===== config.mk =====
export PLATFORM = sky130hd
export DESIGN_NAME = spbank_top
export DESIGN_NICKNAME = d
export VERILOG_FILES = /design/src/rtl/spbank_pkg.sv /design/src/rtl/spbank_ctrl.sv /design/src/rtl/spbank_dp.sv /design/src/rtl/spbank_top.sv
export SDC_FILE = /design/constraint.sdc
export NUM_CORES = 1
export LEC_CHECK = 0
export ABC_CLOCK_PERIOD_IN_PS = 2300
export CAP_MARGIN = 40
export CORE_MARGIN = 2
export CORE_UTILIZATION = 45
export DETAILED_ROUTE_END_ITERATION = 8
export HOLD_SLACK_MARGIN = 0.06
export PLACE_DENSITY = 0.81
export SETUP_SLACK_MARGIN = 0.1
export SLEW_MARGIN = 30
export SYNTH_ARGS = -nofsm -noshare
export SYNTH_HDL_FRONTEND = slang
export SYNTH_SLANG_ARGS = --single-unit

===== constraint.sdc =====
create_clock -name clk -period 2.3 [get_ports clk]
set_clock_uncertainty 0.15 [all_clocks]
set_input_delay 0.23 -clock clk [delete_from_list [all_inputs] [get_ports clk]]
set_output_delay 0.23 -clock clk [all_outputs]
set_load 0.05 [all_outputs]

===== src/rtl/spbank_pkg.sv =====
package spbank_pkg;
  localparam int REG_MSP  = 8;
  localparam int REG_PSP  = 9;
  localparam int REG_MASK = 16;
  localparam int REG_CTRL = 20;

  // Strobes from control to datapath for one clock edge
  typedef struct packed {
    logic swap;      // exchange active and alternate copies
    logic setSel;    // load stack-select flag
    logic selVal;
    logic setPriv;   // load unprivileged flag
    logic privVal;
    logic wrActive;  // load active copy from write data
    logic wrAlt;     // load alternate copy from write data
    logic wrMask;
    logic maskVal;
    logic err;       // write to unknown number
  } dpStrobes_t;
endpackage


===== src/rtl/spbank_ctrl.sv =====
module spbank_ctrl
  import spbank_pkg::*;
#(
  parameter int NUM_W  = 5,
  parameter int DATA_W = 32
) (
  input  logic              wrEn,
  input  logic [NUM_W-1:0]  wrNum,
  input  logic [1:0]        wrLow,
  input  logic              excEntry,
  input  logic              excActive,
  input  logic              excReturn,
  input  logic              retSel,
  input  logic              spSel,
  output dpStrobes_t        stb,
  output logic [DATA_W-1:0] linkVal
);
  localparam logic [DATA_W-1:0] LINK_BASE = DATA_W'(32'hFFFF_FFF1);

  always_comb begin
    stb = '0;
    if (excEntry) begin
      stb.setSel = 1'b1;
      stb.selVal = 1'b0;
      stb.swap   = spSel;
    end else if (excReturn) begin
      stb.setSel = 1'b1;
      stb.selVal = retSel;
      stb.swap   = (retSel != spSel);
    end else if (wrEn) begin
      case (wrNum)
        NUM_W'(REG_MSP): begin
          stb.wrAlt    = spSel;
          stb.wrActive = !spSel;
        end
        NUM_W'(REG_PSP): begin
          stb.wrActive = spSel;
          stb.wrAlt    = !spSel;
        end
        NUM_W'(REG_MASK): begin
          stb.wrMask  = 1'b1;
          stb.maskVal = wrLow[0];
        end
        NUM_W'(REG_CTRL): begin
          stb.swap    = (wrLow[1] != spSel);
          stb.setSel  = 1'b1;
          stb.selVal  = wrLow[1];
          stb.setPriv = 1'b1;
          stb.privVal = wrLow[0];
        end
        default: stb.err = 1'b1;
      endcase
    end
  end

  always_comb begin
    linkVal = LINK_BASE;
    if (spSel)      linkVal = linkVal | DATA_W'(4);
    if (!excActive) linkVal = linkVal | DATA_W'(8);
  end
endmodule


===== src/rtl/spbank_dp.sv =====
module spbank_dp
  import spbank_pkg::*;
#(
  parameter int NUM_W  = 5,
  parameter int DATA_W = 32
) (
  input  logic              clk,
  input  logic              rstN,
  input  dpStrobes_t        stb,
  input  logic [DATA_W-1:0] wrData,
  input  logic [NUM_W-1:0]  rdNum,
  output logic [DATA_W-1:0] rdData,
  output logic              spSel,
  output logic              wrErr
);
  logic [DATA_W-1:0] activeSp;
  logic [DATA_W-1:0] altSp;
  logic [1:0]        ctrlReg;
  logic              maskReg;
  logic              errReg;

  always_ff @(posedge clk) begin
    if (!rstN) begin
      activeSp <= '0;
      altSp    <= '0;
      ctrlReg  <= '0;
      maskReg  <= 1'b0;
      errReg   <= 1'b0;
    end else begin
      errReg <= stb.err;
      if (stb.swap) begin
        activeSp <= altSp;
        altSp    <= activeSp;
      end else begin
        if (stb.wrActive) activeSp <= wrData;
        if (stb.wrAlt)    altSp    <= wrData;
      end
      if (stb.setSel)  ctrlReg[1] <= stb.selVal;
      if (stb.setPriv) ctrlReg[0] <= stb.privVal;
      if (stb.wrMask)  maskReg    <= stb.maskVal;
    end
  end

  assign spSel = ctrlReg[1];
  assign wrErr = errReg;

  always_comb begin
    case (rdNum)
      NUM_W'(REG_MSP):  rdData = spSel ? altSp : activeSp;
      NUM_W'(REG_PSP):  rdData = spSel ? activeSp : altSp;
      NUM_W'(REG_MASK): rdData = DATA_W'(maskReg);
      NUM_W'(REG_CTRL): rdData = DATA_W'(ctrlReg);
      default:          rdData = '0;
    endcase
  end
endmodule


===== src/rtl/spbank_top.sv =====
module spbank_top
  import spbank_pkg::*;
#(
  parameter int NUM_W  = 5,
  parameter int DATA_W = 32
) (
  input  logic              clk,
  input  logic              rstN,
  input  logic [NUM_W-1:0]  rdNum,
  output logic [DATA_W-1:0] rdData,
  input  logic              wrEn,
  input  logic [NUM_W-1:0]  wrNum,
  input  logic [DATA_W-1:0] wrData,
  input  logic              excEntry,
  input  logic              excActive,
  output logic [DATA_W-1:0] linkVal,
  input  logic              excReturn,
  input  logic              retSel,
  output logic              wrErr
);
  dpStrobes_t stb;
  logic       spSel;

  spbank_ctrl #(.NUM_W(NUM_W), .DATA_W(DATA_W)) ctrl_i (
    .wrEn(wrEn), .wrNum(wrNum), .wrLow(wrData[1:0]),
    .excEntry(excEntry), .excActive(excActive),
    .excReturn(excReturn), .retSel(retSel),
    .spSel(spSel), .stb(stb), .linkVal(linkVal)
  );

  spbank_dp #(.NUM_W(NUM_W), .DATA_W(DATA_W)) dp_i (
    .clk(clk), .rstN(rstN), .stb(stb), .wrData(wrData),
    .rdNum(rdNum), .rdData(rdData), .spSel(spSel), .wrErr(wrErr)
  );
endmodule


After elaboration in Yosys (flattened, before gate mapping)
Index checks and enable logic that the tools add are counted.
{"block": "word_totals", "output_inout_bits": 65, "wordCells": 41, "reg_bits": 68, "input_bits": 49}
{"block": "classes", "n_mux": 18, "n_reduce_logical": 5, "eq_ne": 10, "bitwise": 2}
{"op": "$mux W32", "n": 6}
{"op": "$pmux W32 S4", "n": 1}
{"op": "$eq A5 B4 Y1 const B", "n": 4}
{"op": "$eq A5 B5 Y1 const B", "n": 4}
{"op": "$mux W7", "n": 2}
{"op": "$mux W10", "n": 1}
{"op": "$mux W3", "n": 3}
{"op": "$reduce_or A4 Y1", "n": 2}
{"op": "$mux W5", "n": 1}
{"op": "$mux W4", "n": 1}
{"op": "$pmux W2 S2", "n": 1}
{"op": "$reduce_bool A2 Y1", "n": 2}
{"op": "$mux W2", "n": 1}
{"op": "$ne A1 B1 Y1", "n": 2}
{"op": "$not A1 Y1", "n": 2}
{"op": "$logic_not A1 Y1", "n": 1}
{"op": "$mux W1", "n": 1}

Depth between registers and ports, before layout
Gate-level depths: netlist of run 1.
{"block": "depth", "depth_word": 8, "depth_mapped": 7, "ltp_nobuf": 4}

Modules after synthesis
A second synthesis of run 1 with hierarchy kept.
{"block": "hier_totals", "cells_unflattened": 529, "hier_area_um2": 4264.1}
{"module": "spbank_dp", "instances": 1, "cells_each": 470, "area_per_inst_um2": 3832.4, "seq_area_each_um2": 1361.3}
{"module": "spbank_ctrl", "instances": 1, "cells_each": 59, "area_per_inst_um2": 431.7, "seq_area_each_um2": 0.0}

Least setup slack after synthesis of run 1
Ideal clock, no wire load.
{"block": "synth_path", "path_kind": "reg-to-output", "startpoint": "register dp_i.ctrlReg[1]", "endpoint": "output rdData[1]", "setup_slack_ns": 0.048, "t_arrival_ns": 1.872, "n_path_buf": 3, "path_stages_with_launch": 6, "required_ns": 1.920, "path_cell_list": "dfxtp_1 buf_2 clkbuf_1 clkbuf_1 nand2_1 o22ai_1"}
{"block": "synth_via", "elab_chain_len": 2, "word_cells_on_any_way": 3, "classes_between": "3 x mux"}
{"element": "from (decl)", "line": "spbank_dp.sv:18", "source": "logic [1:0] ctrlReg;"}
{"element": "from (signal assigned)", "line": "spbank_dp.sv:38", "source": "if (stb.setSel) ctrlReg[1] <= stb.selVal;"}
{"element": "$mux W32 (on tied branches)", "line": "spbank_dp.sv:50, spbank_dp.sv:49"}
{"element": "$pmux W32 S4 (*)", "line": "spbank_dp.sv:48", "source": "case (rdNum)"}
{"element": "to (decl)", "line": "spbank_top.sv:10", "source": "output logic [DATA_W-1:0] rdData,"}
Mark *: on every way between the ends. The rest lies on a longest branch, timed or not.

Worst setup path in the final report of run 1
{"block": "layout_path", "startpoint": "input rdNum[2]", "endpoint": "output rdData[25]"}
{"block": "layout_via", "elab_chain_len": 2, "word_cells_on_any_way": 5, "classes_between": "4 x eq/ne; 1 x mux"}
{"element": "from (decl)", "line": "spbank_top.sv:9", "source": "input logic [NUM_W-1:0] rdNum,"}
{"element": "$eq A5 B5 Y1 / $eq A5 B4 Y1 (equally long branches)", "line": "spbank_dp.sv:48"}
{"element": "$pmux W32 S4 (*)", "line": "spbank_dp.sv:48"}
Marks and branches as above.

==> results of run 1 <==
-- timing repair --
item	CTS	global route
endpoints found under the setup margin	31	19
pin swaps	6	4
resized for setup	27	9
gates cloned	3	3
endpoints found under the hold margin	0	0
buffers inserted	2	1
-- worst reg2reg max path: stages (launching register included) --
cell	delay [ns]
dfxtp_4	0.38
xnor2_1	0.22
nand3b_1	0.19
buf_4	0.33
mux2i_1	0.28
a211oi_2	0.10
-- area by class of cell --
class | count | area (um^2)
Fill cell | 696 | 3130
Multi-Input combinational cell | 289 | 2810
Timing Repair Buffer | 118 | 1660
Sequential cell | 68 | 1370
Tap cell | 129 | 161
Clock buffer | 12 | 145
Clock inverter | 4 | 48.8
Inverter | 3 | 12.5
-- cell families (layout without fill, tap and decap cells) --
logic type / count (synthesis) / after routing / synth area share [%]
and+or+nand+nor: 24 / 24 / 3.78
buffers and inverters: 83 / 137 / 12.8
xor gates and xnor gates: 2 / 2 / 0.401
muxes: 68 / 68 / 15.6
DFF: 68 / 68 / 31.1
AOI/OAI and AO/OA: 165 / 165 / 36.2
other: 2 / 30 / 0.172
-- sequential cells by signal, summed over array words and instances, names as in the netlist --
| name | count |
|---|---|
| dp_i.wrErr | 1 |
| dp_i.activeSp | 32 |
| dp_i.maskReg | 1 |
| dp_i.altSp | 32 |
| dp_i.ctrlReg | 2 |
-- layer usage --
| layer | vias up | GRT usage [%] |
|---|---|---|
| li1 | 1717 | - |
| met1 | 1834 | 27.2 |
| met2 | 113 | 37.9 |
| met3 | 20 | 3.53 |
| met4 | 0 | 7.28 |
| met5 | - | 0 |
-- power groups by stage --
stage                     Sequential (uW)  Combinational, uW  Clock [uW]
after floorplan                      1350                563           0
after global placement               1360                714           0
after detailed placement             1370                742           0
after CTS                            1340                762         998
after global routing                 1360                820        1050
final                                1350                778         979
-- cell usage after synthesis (all sizes together), types with 3 or more instances --
library cell,count,share of area (%)
a211oi,128,29
a22o,30,6.0
a311oi,3,0.60
buf,66,11
clkbuf,14,1.2
dfxtp,68,31
inv,3,0.26
mux2i,68,16
nor2,7,0.60
-- worst paths after layout --
path | slack [ns] | startpoint | cells past startpoint | endpoint
setup / recovery | 0.11 | rdNum[2] | 7 | rdData[25]
hold / removal | 0.36 | dp_i.maskReg | 2 | dp_i.maskReg
setup reg to reg | 0.53 | dp_i.ctrlReg[1] | 5 | dp_i.altSp[1]
hold reg to reg | 0.36 | dp_i.maskReg | 2 | dp_i.maskReg
-- stage by stage --
stage / total power [uW] / hold slack, ns / cell area (um^2) / utilization, %
after floorplan: 1910 / 0.159 / 4480 / -
after global placement: 2070 / 0.329 / 5620 / 60.3
after detailed placement: 2110 / 0.348 / 5620 / 60.3
after CTS: 3100 / 0.359 / 6060 / 64.9
after global routing: 3230 / 0.390 / 6200 / 66.4
final: 3110 / 0.359 / 6200 / 66.4
==> qor.csv, run 1 <==
metric;value;unit
outcome;finished, final reports clean;
Power Dens Cells;501;mW/mm^2
critical path data required time;1.92;ns
post-detailed-routing wire length;12000;um
CP Max Fanout;8;
setup ws final;0.115;ns
crit-path cells;clkdlybuf4s15_1, or4b_4, nor2_4, buf_12, buf_12, a22o_1, buf_12;
Switch Pwr;983;uW
GPL Wtd Cong;0.756;
RSZ-0062 raised after global routing;yes;
kind of start point of the critical path;primary input;
Combinational Power Share;25.0;%
CP endpoint kind;primary output;
Worst path max stage delay;0.58;ns
total met3 wirelength after detailed routing;457;um
met2 WL post-DR;6150;um
DRC errors left;0;
HP Class;reg2reg;
Arr. time, crit path;1.81;ns
number of core rows;35;
DRT Pass-1 Iters;4;
GRT overflow;0;
gr usage total;21.7;%
Clk pwr share;31.5;%
Ant. Diodes;0;
Slowest cell on crit path;or4b_4;
HPWL Detailed;7200;um
First DRT Iteration DRCs;198;
Chip Height;103;um
Slew Limit Headroom;66.1;%
Synth cell types;30;
Die ar.;0.0105;mm^2
Clk Latency, worst-skew pair;0.32;ns
most frequent cells in the layout;68 x mux2i_1, 68 x a211oi_1, 67 x dfxtp_1;
crit share post-route;95.0;%
sequential share of power;43.5;%
final setup fails;0;
hold_buf cts;0;
CP top delay family;simple AND/OR/NAND/NOR gates;
actual slew at the worst max-slew pin;0.509;ns
Top Layer Used;met4;
Fin. Hold Viols;0;
H-tree Lvls;3;
switch share;31.6;%
core area;0.00933;mm^2
Finished Layout Cells;623;
Starting Density;46.9;%
Post-Route Setup TNS;0;ns
wire per inst;19.3;um
Peak Freq;458;MHz
synthesized area;0.00437;mm^2
max cap viols;0;
DR vias;3684;
post-synthesis cell count;412;
deepest clock path buffer count;2;
die width;103;um
vias in the first global route;3680;
CTS tree;yes;
YS warnings;0;
wire length of the first global-routing pass;18200;um
Port Buf Inserts;83;
Syn Area/Cell;10.6;um^2
Num CTS Buffers;9;
initial antenna violation count;0;
CP Class;in2out;
Peak VDD IR;0.000309;V
Seq/Total Area, Yosys;31.1;%
I/O pin total;114;
Post-Place Cells;598;
number of flops mapped to enable cells by yosys;0;
detail-routed via count per cell;5.91;
Critical path buffers and inverters;4;
Clk pin slew, worst setup/hold paths;0.07;ns
share of cells above drive strength 1;35.4;%
Final #Nets;538;
Final Max Tran Viols;0;
Clock Sinks;68;
final worst path period need;2.19;ns
Detail Route Antenna Nets;0;
Top FF cell, synth;dfxtp_1;
largest net degree at the start of global routing;41;
internal power;2120;uW
pre-CTS setup slack;-0.251;ns
clock root cell;clkbuf_8;
most used cell, CP;buf_12;
DRT met1 WL;5170;um
fraction of registers with async set/reset;0;%
synthesis-stage register bit count;68;
Leak;0.00262;uW
Area growth syn-to-layout;41.8;%
No activity file was read; power rests on OpenSTA's default activity.
==> run 2: changes to the inputs <==
--- a/config.mk
+++ b/config.mk
@@ -6,11 +6,12 @@
 export NUM_CORES = 1
 export LEC_CHECK = 0
 export ABC_CLOCK_PERIOD_IN_PS = 2300
-export CAP_MARGIN = 40
+export CAP_MARGIN = 10
 export CORE_MARGIN = 2
 export CORE_UTILIZATION = 45
 export DETAILED_ROUTE_END_ITERATION = 8
 export HOLD_SLACK_MARGIN = 0.06
+export MAX_ROUTING_LAYER = met4
 export PLACE_DENSITY = 0.81
 export SETUP_SLACK_MARGIN = 0.1
 export SLEW_MARGIN = 30
==> run 2 against run 1 <==
Routed wire length is essentially flat. First-iteration DRC count shrank 17%. Clock power is essentially flat. Flip-flop and latch count is the same. Non-clock buffer count is the same. Largest power group unchanged.
==> qor.csv, run 2 (same netlist as run 1, synthesis figures left out) <==
metric;value;unit;change
vias in the first global route;3683;;+0.082%
Slew Limit Headroom;66.7;%;+0.60 points
CP Max Fanout;8;;unchanged
Fin. Hold Viols;0;;unchanged
Clk Latency, worst-skew pair;0.32;ns;about the same
crit-path cells;clkdlybuf4s15_1, or4b_4, nor2_4, buf_12, buf_12, a22o_1, buf_12;;
reg-to-reg startpoint;dp_i.ctrlReg[1];;
Final #Nets;538;;unchanged
hold_ws;0.360;ns;+0.00130 ns
Chip Height;103;um;unchanged
Clk pwr share;31.6;%;about the same
Post-Place Cells;598;;unchanged
pre-CTS setup slack;-0.251;ns;unchanged
clock root cell;clkbuf_8;;
largest net degree at the start of global routing;41;;unchanged
Power Dens Cells;502;mW/mm^2;about the same
post-detailed-routing wire length;12000;um;about the same
sequential share of power;43.4;%;about the same
HPWL Detailed;7200;um;unchanged
Worst path max stage delay;0.58;ns;about the same
crit share post-route;95.2;%;+0.20 points
First DRT Iteration DRCs;165;;-17%
I/O pin total;114;;unchanged
die width;103;um;unchanged
max cap viols;0;;unchanged
detail-routed via count per cell;5.94;;+0.46%
CP Class;in2out;;
largest registers;dp_i.activeSp x32, dp_i.altSp x32, dp_i.ctrlReg x2;;
Clk pin slew, worst setup/hold paths;0.07;ns;about the same
Combinational Power Share;25.0;%;about the same
RSZ-0062 raised after global routing;yes;;
wire per inst;19.3;um;about the same
wire length of the first global-routing pass;18200;um;-0.12%
final worst path period need;2.19;ns;+0.00462 ns
Peak Freq;457;MHz;-0.21%
final setup fails;0;;unchanged
switch share;31.7;%;about the same
setup ws final;0.110;ns;-0.00462 ns
GPL Wtd Cong;0.766;;+1.3%
Ant. Diodes;0;;unchanged
Area growth syn-to-layout;41.8;%;unchanged
most used cell, CP;buf_12;;
most frequent cells in the layout;68 x mux2i_1, 68 x a211oi_1, 67 x dfxtp_1;;
Starting Density;46.9;%;unchanged
Die ar.;0.0105;mm^2;unchanged
Switch Pwr;984;uW;+0.14%
Leak;0.00262;uW;unchanged
DR vias;3701;;+0.46%
Clock Sinks;68;;unchanged
Detail Route Antenna Nets;0;;unchanged
Peak VDD IR;0.000310;V;+0.47%
Num CTS Buffers;9;;unchanged
Final Max Tran Viols;0;;unchanged
actual slew at the worst max-slew pin;0.498;ns;-0.0106 ns
Worst Hold Launch;dp_i.maskReg;;
outcome;finished, final reports clean;;
CTS tree;yes;;
CP endpoint kind;primary output;;
number of core rows;35;;unchanged
Slowest cell on crit path;or4b_4;;
final instance area;0.00620;mm^2;unchanged
gr usage total;22.4;%;+0.71 points
Arr. time, crit path;1.81;ns;about the same
Placed Instance Area;0.00562;mm^2;unchanged
Layout fillers;696;;unchanged
share of cells above drive strength 1;35.4;%;unchanged
HP Class;reg2reg;;
critical path data required time;1.92;ns;about the same
DRC errors left;0;;unchanged
Finished Layout Cells;623;;unchanged
DRT Pass-1 Iters;4;;unchanged
Reg2Reg Setup Slack;0.53;ns;about the same
H-tree Lvls;3;;unchanged
core area;0.00933;mm^2;unchanged
GRT overflow;0;;unchanged
internal power;2120;uW;about the same
initial antenna violation count;0;;unchanged
deepest clock path buffer count;2;;unchanged
Worst Setup SP;rdNum[2];;
kind of start point of the critical path;primary input;;
hold_buf cts;0;;unchanged
Port Buf Inserts;83;;unchanged
[run 2: final timing paths]
check | endpoint | cells past startpoint
setup / recovery | rdData[25] | 7
hold / removal | dp_i.maskReg | 2
setup reg to reg | dp_i.altSp[1] | 5
hold reg to reg | dp_i.maskReg | 2
[run 2: critical path, delay by kind of cell]
family	cells	cell delay, ns
buf+inv	4	0.63
simple gates	2	0.75
compound gates	1	0.20
[run 2: timing repair]
item                                    in CTS  in global routing
pin swaps                                    6                  4
endpoints found under the setup margin      31                 19
resized for setup                           27                  9
cloned                                       3                  3
buffers inserted                             2                  1
[run 2: final cells by class]
cell class	count	area [um^2]	share of cell area, %
Tap cell	129	161	2.60
Inverter	3	12.5	0.202
Clock buffer	12	145	2.34
Sequential cell	68	1370	22.0
Timing Repair Buffer	118	1660	26.8
Multi-Input combinational cell	289	2810	45.3
Clock inverter	4	48.8	0.787
[run 2: metrics by stage]
stage                     setup TNS, ns  power [uW]  util (%)
final                                 0        3110      66.4
after CTS                             0        3100      64.9
after global placement            -6.24        2070      60.3
after detailed placement          -8.01        2110      60.3
after global routing                  0        3230      66.4
after floorplan                       0        1910         -
[run 2: routing by layer]
| layer | routed length, um | global-route usage [%] | up-vias |
|---|---|---|---|
| met5 | 0 | - | - |
| met4 | 218 | 6.97 | 0 |
| met3 | 485 | 3.86 | 21 |
| met2 | 6180 | 38.1 | 112 |
| met1 | 5120 | 27.1 | 1854 |
| li1 | - | - | 1714 |
[run 2: power groups by stage]
stage	logic [uW]	clock network (uW)	registers [uW]
floorplan	563	0	1350
global placement	714	0	1360
detailed placement	742	0	1370
CTS	762	998	1340
global route	821	1050	1360
finish	777	981	1350
==> run 3: changes to the inputs <==
--- a/config.mk
+++ b/config.mk
@@ -10,10 +10,10 @@
 export CORE_MARGIN = 2
 export CORE_UTILIZATION = 45
 export DETAILED_ROUTE_END_ITERATION = 8
-export HOLD_SLACK_MARGIN = 0.06
 export MAX_ROUTING_LAYER = met4
 export PLACE_DENSITY = 0.81
 export SETUP_SLACK_MARGIN = 0.1
+export SKIP_LAST_GASP = 1
 export SLEW_MARGIN = 30
 export SYNTH_ARGS = -nofsm -noshare
 export SYNTH_HDL_FRONTEND = slang
==> results of run 3 <==
No change in the layout: final DEF, timing and power equal those of run 2.
